**config.mk**
```make
export PLATFORM = sky130hd
export DESIGN_NAME = dual_disp_enable_seq
export DESIGN_NICKNAME = d
export VERILOG_FILES = /design/src/rtl/dde_pkg.sv /design/src/rtl/dde_sync.sv /design/src/rtl/dde_timer.sv /design/src/rtl/dde_fsm.sv /design/src/rtl/dual_disp_enable_seq.sv
export SDC_FILE = /design/constraint.sdc
export NUM_CORES = 1
export LEC_CHECK = 0
export CORE_AREA = 4 4 41 43
export CTS_BUF_LIST = sky130_fd_sc_hd__clkbuf_8
export DETAILED_ROUTE_END_ITERATION = 16
export DIE_AREA = 0 0 45 47
export PLACE_DENSITY_LB_ADDON = 0.2
export SLEW_MARGIN = 5
export SYNTH_ARGS = -nofsm -noshare
export SYNTH_HDL_FRONTEND = slang
export SYNTH_SLANG_ARGS = --single-unit
```
**constraint.sdc**
```tcl
create_clock -name clk_i -period 2.6 [get_ports clk_i]
set_clock_uncertainty 0.15 [all_clocks]
set_input_delay 0.39 -clock clk_i [delete_from_list [all_inputs] [get_ports clk_i]]
set_output_delay 0.39 -clock clk_i [all_outputs]
set_load 0.1 [all_outputs]
```
**src/rtl/dde_pkg.sv**
```systemverilog
package dde_pkg;
  typedef enum logic [1:0] {
    ST_POLL  = 2'd0,
    ST_PULSE = 2'd1,
    ST_HOLD  = 2'd2,
    ST_WAIT  = 2'd3
  } dde_state_e;

  typedef enum logic {
    HALF_A = 1'b0,
    HALF_B = 1'b1
  } dde_half_e;
endpackage

```
**src/rtl/dde_sync.sv**
```systemverilog
module dde_sync #(
  parameter int WIDTH  = 3,
  parameter int STAGES = 2
) (
  input  logic             clk_i,
  input  logic             rst_ni,
  input  logic [WIDTH-1:0] d_i,
  output logic [WIDTH-1:0] q_o
);
  logic [WIDTH-1:0] chain_q [STAGES];

  generate
    for (genvar s = 0; s < STAGES; s++) begin : g_stage
      if (s == 0) begin : g_first
        always_ff @(posedge clk_i or negedge rst_ni) begin
          if (!rst_ni) chain_q[s] <= '0;
          else         chain_q[s] <= d_i;
        end
      end else begin : g_next
        always_ff @(posedge clk_i or negedge rst_ni) begin
          if (!rst_ni) chain_q[s] <= '0;
          else         chain_q[s] <= chain_q[s-1];
        end
      end
    end
  endgenerate

  assign q_o = chain_q[STAGES-1];
endmodule

```
**src/rtl/dde_timer.sv**
```systemverilog
module dde_timer #(
  parameter int CYCLES = 4
) (
  input  logic clk_i,
  input  logic rst_ni,
  input  logic start_i,
  output logic done_o
);
  localparam int CW = (CYCLES > 1) ? $clog2(CYCLES) : 1;
  localparam logic [CW-1:0] LOAD = CW'(CYCLES - 1);

  logic [CW-1:0] cnt_q;
  logic          run_q;

  always_ff @(posedge clk_i or negedge rst_ni) begin
    if (!rst_ni) begin
      cnt_q <= '0;
      run_q <= 1'b0;
    end else if (start_i) begin
      cnt_q <= LOAD;
      run_q <= 1'b1;
    end else if (run_q) begin
      if (cnt_q == '0) run_q <= 1'b0;
      else             cnt_q <= cnt_q - 1'b1;
    end
  end

  assign done_o = run_q && (cnt_q == '0);

  assert_no_restart_R3: assert property (@(posedge clk_i) disable iff (!rst_ni)
    run_q |-> !start_i);
  assert_done_single_R3: assert property (@(posedge clk_i) disable iff (!rst_ni)
    done_o |=> !done_o);
endmodule

```
**src/rtl/dde_fsm.sv**
```systemverilog
module dde_fsm
  import dde_pkg::*;
#(
  parameter int PULSE_CYCLES = 4
) (
  input  logic clk_i,
  input  logic rst_ni,
  input  logic sel_a_i,
  input  logic sel_b_i,
  input  logic wr_i,
  input  logic done_i,
  output logic start_o,
  output logic en_a_o,
  output logic en_b_o,
  output logic busy_o
);
  dde_state_e state_q, state_d;
  dde_half_e  half_q, half_d;
  logic       any_sel;
  logic       one_sel;
  logic       drive;

  assign any_sel = sel_a_i | sel_b_i;
  assign one_sel = sel_a_i ^ sel_b_i;

  always_comb begin
    state_d = state_q;
    half_d  = half_q;
    start_o = 1'b0;
    unique case (state_q)
      ST_POLL: begin
        if (one_sel) begin
          half_d = sel_b_i ? HALF_B : HALF_A;
          if (wr_i) begin
            state_d = ST_PULSE;
            start_o = 1'b1;
          end else begin
            state_d = ST_HOLD;
          end
        end else if (sel_a_i && sel_b_i) begin
          state_d = ST_WAIT;
        end
      end
      ST_PULSE: if (done_i)   state_d = ST_WAIT;
      ST_HOLD:  if (!any_sel) state_d = ST_POLL;
      ST_WAIT:  if (!any_sel) state_d = ST_POLL;
      default:                state_d = ST_POLL;
    endcase
  end

  always_ff @(posedge clk_i or negedge rst_ni) begin
    if (!rst_ni) begin
      state_q <= ST_POLL;
      half_q  <= HALF_A;
    end else begin
      state_q <= state_d;
      half_q  <= half_d;
    end
  end

  assign drive  = (state_q == ST_PULSE) || (state_q == ST_HOLD);
  assign en_a_o = drive && (half_q == HALF_A);
  assign en_b_o = drive && (half_q == HALF_B);
  assign busy_o = (state_q != ST_POLL);

  assert_hold_until_release_R6: assert property (@(posedge clk_i) disable iff (!rst_ni)
    ((state_q == ST_HOLD) && any_sel) |=> (en_a_o || en_b_o));
  assert_conflict_no_enable_R7: assert property (@(posedge clk_i) disable iff (!rst_ni)
    ((state_q == ST_POLL) && sel_a_i && sel_b_i) |=> !(en_a_o || en_b_o));
  assert_release_to_poll_R5: assert property (@(posedge clk_i) disable iff (!rst_ni)
    ((state_q == ST_WAIT) && !any_sel) |=> !busy_o);
  assert_pulse_ends_in_wait_R5: assert property (@(posedge clk_i) disable iff (!rst_ni)
    ((state_q == ST_PULSE) && done_i) |=> (!en_a_o && !en_b_o && busy_o));
endmodule

```
**src/rtl/dual_disp_enable_seq.sv**
```systemverilog
module dual_disp_enable_seq #(
  parameter int PULSE_CYCLES = 4,
  parameter int SYNC_STAGES  = 2
) (
  input  logic clk_i,
  input  logic rst_ni,
  input  logic sel_a_i,
  input  logic sel_b_i,
  input  logic wr_i,
  input  logic rs_i,
  output logic en_a_o,
  output logic en_b_o,
  output logic rs_o,
  output logic busy_o
);
  localparam int NSYNC = 3;

  logic [NSYNC-1:0] raw_in;
  logic [NSYNC-1:0] syn_in;
  logic             tmr_start;
  logic             tmr_done;

  assign raw_in = {wr_i, sel_b_i, sel_a_i};

  dde_sync #(.WIDTH(NSYNC), .STAGES(SYNC_STAGES)) u_sync (
    .clk_i  (clk_i),
    .rst_ni (rst_ni),
    .d_i    (raw_in),
    .q_o    (syn_in)
  );

  dde_timer #(.CYCLES(PULSE_CYCLES)) u_timer (
    .clk_i   (clk_i),
    .rst_ni  (rst_ni),
    .start_i (tmr_start),
    .done_o  (tmr_done)
  );

  dde_fsm #(.PULSE_CYCLES(PULSE_CYCLES)) u_fsm (
    .clk_i   (clk_i),
    .rst_ni  (rst_ni),
    .sel_a_i (syn_in[0]),
    .sel_b_i (syn_in[1]),
    .wr_i    (syn_in[2]),
    .done_i  (tmr_done),
    .start_o (tmr_start),
    .en_a_o  (en_a_o),
    .en_b_o  (en_b_o),
    .busy_o  (busy_o)
  );

  assign rs_o = rs_i;

  assert_one_enable_R9: assert property (@(posedge clk_i) disable iff (!rst_ni)
    !(en_a_o && en_b_o));
  assert_enable_needs_busy_R8: assert property (@(posedge clk_i) disable iff (!rst_ni)
    (en_a_o || en_b_o) |-> busy_o);
endmodule

```
# Yosys cells after proc, flatten, opt, wreduce, memory -nomap -nowiden
# Cells that the tools add are included.
word_totals:
  reg_bits: 12
  in_bits: 6
  output_inout_bits: 4
  elab_cells: 46
classes:
  addsub: 1
  eq_ne: 7
  mux: 16
  bitwise: 3
  reduce_logical: 13
ops:
  columns: ["op", "count"]
  rows:
  - ["two-way mux 2 bit", 8]
  - ["two-way mux 1 bit", 7]
  - ["!= test 2 bit (second input constant)", 3]
  - ["one-hot mux 2 bit (3 select lines)", 1]
  - ["== test 2 bit (second input constant)", 2]
  - ["logical AND 1 bit", 4]
  - ["zero test 2 bit", 2]
  - ["AND reduction 2 bit", 2]
  - ["nonzero test 2 bit", 2]
  - ["!= test 3 x 1 -> 1 bit (second input constant)", 1]
  - ["AND reduction 3 bit", 1]
  - ["== test 2 x 1 -> 1 bit (second input constant)", 1]
  - ["OR reduction 2 bit", 1]
  - ["subtractor 2 x 1 -> 2 bit (second input constant)", 1]
  - ["logical OR 1 bit", 1]
  - ["NOT 1 bit", 1]
  - ["OR 1 bit", 1]
  - ["XOR 1 bit", 1]

# Logic depth before layout (Yosys ltp)
logic_depth:
  depth_word: 5
  ltp_mapped: 5
  ltp_nobuf: 5

# By module
# Synthesis repeated with hierarchy kept, for this count alone.
unflattened:
  cells_unflattened: 53
  area_unflattened_um2: 611.8
by_module_without_submodules:
  columns: ["module", "n_inst", "cells_per_inst", "area_per_inst_um2", "seq_area_each_um2"]
  rows:
  - ["dde_fsm", 1, 28, 272.8, 75.1]
  - ["dde_sync", 1, 9, 172.7, 150.1]
  - ["dde_timer", 1, 15, 158.9, 75.1]
  - ["dual_disp_enable_seq", 1, 1, 7.5, 0.0]

# Least setup slack after synthesis
# No wires, ideal clock.
synth_path:
  path_kind: "reg-to-output"
  start: "reg u_fsm.state_q[0]"
  end: "out en_a_o"
  arrival_time_ns: 2.048
  required_ns: 2.060
  slack_ns: 0.012
  path_stages_with_launch: 4
  n_path_buf: 0
  cell_sequence: "dfrtp_1 > inv_1 > ha_1 > nor2b_1"
synth_between:
  elab_chain_len: 3
  word_cells_on_any_way: 4
  cone_classes: "2 x eq/ne; 2 x reduce/logical"
synth_rtl:
  columns: ["item", "line_no", "source"]
  rows:
  - ["from (decl)", "dde_fsm.sv:17", "dde_state_e state_q, state_d;"]
  - ["from (signal assigned)", "dde_fsm.sv:56", "state_q <= state_d;"]
  - ["== test 2 x 1 -> 1 bit or == test 2 bit (tied branches)", "dde_fsm.sv:61", "assign drive = (state_q == ST_PULSE) || (state_q == ST_HOLD);"]
  - ["logical OR 1 bit (*)", "dde_fsm.sv:61", null]
  - ["logical AND 1 bit (*)", "dde_fsm.sv:62", "assign en_a_o = drive && (half_q == HALF_A);"]
  - ["to (decl)", "dual_disp_enable_seq.sv:11", "output logic en_a_o,"]
# Mark *: on every way between the ends. The rest lies on a longest branch, timed or not.

# Worst setup path after layout
# Same ends and word-level chain as after synthesis.

==> results.txt <==
----------------------------------------------------
[Status]
  Status ... completed

[Final layout]
  Commonest non-fill, non-tap cell in the layout ... sky130_fd_sc_hd__dfrtp_1
  Area of the multi-input gates ... 215 µm²
  Fraction of layout instances using a drive strength above 1 ... 15.8%
  Layout Area Growth over Synthesis ... 23.5%
  Most used cells in the layout excluding fill and tap cells ... sky130_fd_sc_hd__dfrtp_1 (12), sky130_fd_sc_hd__inv_1 (7), sky130_fd_sc_hd__ha_1 (7), sky130_fd_sc_hd__nand2_1 (6)
  Layout Nets ... 71
  Filler Cell Count ... 130
  Sequential standard cell area ... 300 µm²
  Antenna Cells ... 0

[STA]
  Period utilization ... 74.8%
  FMAX ... 514 MHz
  Final Max Slew Viols ... 0
  RSZ-0062 raised after global routing ... no
  Least-Margin Pin Slew ... 0.504 ns
  Total count of hold-check failures in the final report ... 0
  Final number of setup-violating endpoints ... 0
  Setup tns final ... 0 ns
  Worst slew slack as a fraction of its limit ... 66.3%
  Final critical path time including I/O delays and setup ... 1.94 ns

[Logic synthesis]
  Synth Cell Area ... 549 µm²
  FF+latch count, synth ... 12
  Async S/R FF share, synth ... 100%
  Area fraction of the dominant cell type after synthesis ... 54.7%
  Sequential share of the synthesized area ... 54.7%
  Number of synthesized flops with an enable pin ... 0
  Cell type contributing the most total cell area after synthesis ... sky130_fd_sc_hd__dfrtp_1
  Number of standard cells after synthesis ... 47
  Mean Syn Cell Area ... 11.7 µm²
  Yosys warning count ... 0
  Predominant post-synthesis flop cell ... sky130_fd_sc_hd__dfrtp_1
  Top area cells in the synthesized netlist ... sky130_fd_sc_hd__dfrtp_1 (55%), sky130_fd_sc_hd__ha_1 (16%), sky130_fd_sc_hd__inv_1 (4.8%)
  Library cells used by synthesis ... 17
  Mapped Nets ... 60

[Detailed routing]
  Number of vias after detailed routing ... 319
  Initial DRC count ... 5
  Wire length on met1 ... 340 µm
  Detail-routed via count per cell ... 4.43
  Post-Route WL ... 751 µm
  Detailed-route DRC error count ... 0
  Detailed-route wire length per cell ... 10.4 µm
  Number of detailed-route iterations in the first pass ... 4
  Total met2 wirelength after detailed routing ... 339 µm
  Highest Signal Layer ... met4
  Count of nets left with antenna violations after detail routing ... 0
  Detailed-routed wire length on met3 ... 61 µm

[GRT]
  Largest net degree at the start of global routing ... 13
  Aggregate global-route resource usage ... 9.41%
  Number of antenna violations at the first check in global routing ... 0
  Number of global-route vias before repair ... 331
  GRT overflow ... 0
  First-pass GRT wire length ... 1.30 mm

[Worst setup path]
  CP endpoint kind ... primary output
  Crit path launch type ... flop
  Critical Path AT ... 1.40 ns
  Largest fanout of any net on the critical path ... 3
  Critical path class ... reg2out
  Required time worst endpoint ... 2.06 ns

[Floorplanning]
  Total number of placement rows ... 13
  Die Span X ... 45 µm
  DIE AREA ... 2120 µm²
  Die extent in y ... 47 µm
  Boundary Pins ... 10
  Core ar. ... 1300 µm²
  Initial core utilization ... 42.2%

[Clock network]
  # clock sinks ... 12
  Post-CTS Setup Bufs ... 0
  H-tree depth ... 1
  Root buffer cell ... sky130_fd_sc_hd__clkbuf_8
  Clock-pin slew of the registers on the worst-case setup and hold paths ... 0.05 ns
  Post-cts gate resize count ... 0
  CTS tree ... yes
  CTS Hold Bufs ... 0
  Later-pin clock latency in the skew report ... 0.23 ns
  Buffers from clock root to sink, at most ... 2
  Number of buffers inserted during clock tree synthesis ... 3

[Hold path]
  Hold/Removal Path Class ... reg2reg

[Placement]
  HPWL after detailed placement ... 588 µm
  Count of input and output buffers ... 7
  Routability-driven placement congestion ratio ... 0.753

[Job]
  Max-cap violations ... 0

----------------------------------------------------
kinds of logic after synthesis:
| group | count (synthesis) | synth area share [%] |
|---|---|---|
| adders and majority gates | 7 | 15.9 |
| buffers and inverters | 8 | 6.15 |
| and+or+nand+nor | 11 | 9.11 |
| xor gates and xnor gates | 1 | 1.59 |
| muxes | 2 | 3.64 |
| DFF | 12 | 54.7 |
| AOI/OAI and AO/OA | 6 | 8.88 |
metal layers:
layer / vias to the layer above / track usage [%]
li1: 168 / -
met1: 139 / 10.8
met2: 10 / 13.3
met3: 2 / 2.68
met4: 0 / 10.5
met5: - / 0
synthesized netlist by cell type, drive strengths merged, types with 2 or more instances:
cell type,instances
inv,7
ha,7
mux2i,2
nand2,6
o21ai,2
dfrtp,12
cell type report:
class	instances	area share (%)
clock buffer	4	8.12
inverter	7	3.87
multi-input combinational	27	31.7
sequential	12	44.3
tap	15	2.77
timing repair buffer	7	9.23
state kept, by name (all words and copies together), names as in the netlist:
| signal | cells |
|---|---|
| u_sync.chain_q | 3 |
| u_sync.q_o | 3 |
| u_fsm.state_q | 2 |
| u_timer.cnt_q | 2 |
| u_fsm.half_q | 1 |
| u_timer.run_q | 1 |
per-stage QoR:
stage	area (µm²)	worst slack (ns)	utilization (%)	instances	hold slack, ns
CTS	678	0.624	52.1	72	0.196
global route	678	0.545	52.1	72	0.215
finish	678	0.656	52.1	72	0.196
global placement	623	0.907	47.9	68	0.182
detailed placement	623	0.889	47.9	68	0.185
floorplan	549	0.0125	-	47	-0.0556
critical path, stage by stage, from the launching register on:
cell and delay [ns]:
sky130_fd_sc_hd__dfrtp_1 0.37, sky130_fd_sc_hd__inv_1 0.09, sky130_fd_sc_hd__ha_1 0.29, sky130_fd_sc_hd__nor2b_1 0.12, sky130_fd_sc_hd__buf_4 0.29
path summary, 6_finish.rpt:
path	from	endpoint	slack, ns	depth (start not counted)
max in group asynchronous	rst_ni	u_fsm.state_q[1]	1.62	1
min reg2reg	u_sync.chain_q[5]	u_sync.q_o[2]	0.20	0
min in group asynchronous	rst_ni	u_fsm.half_q	0.34	1
max	u_fsm.state_q[0]	en_a_o	0.66	4
max reg2reg	u_fsm.state_q[0]	u_fsm.state_q[0]	1.00	5
min	u_sync.chain_q[5]	u_sync.q_o[2]	0.20	0
Power is not shown: default switching activity piles up to over one toggle a cycle in this logic, so the estimate is an artifact.
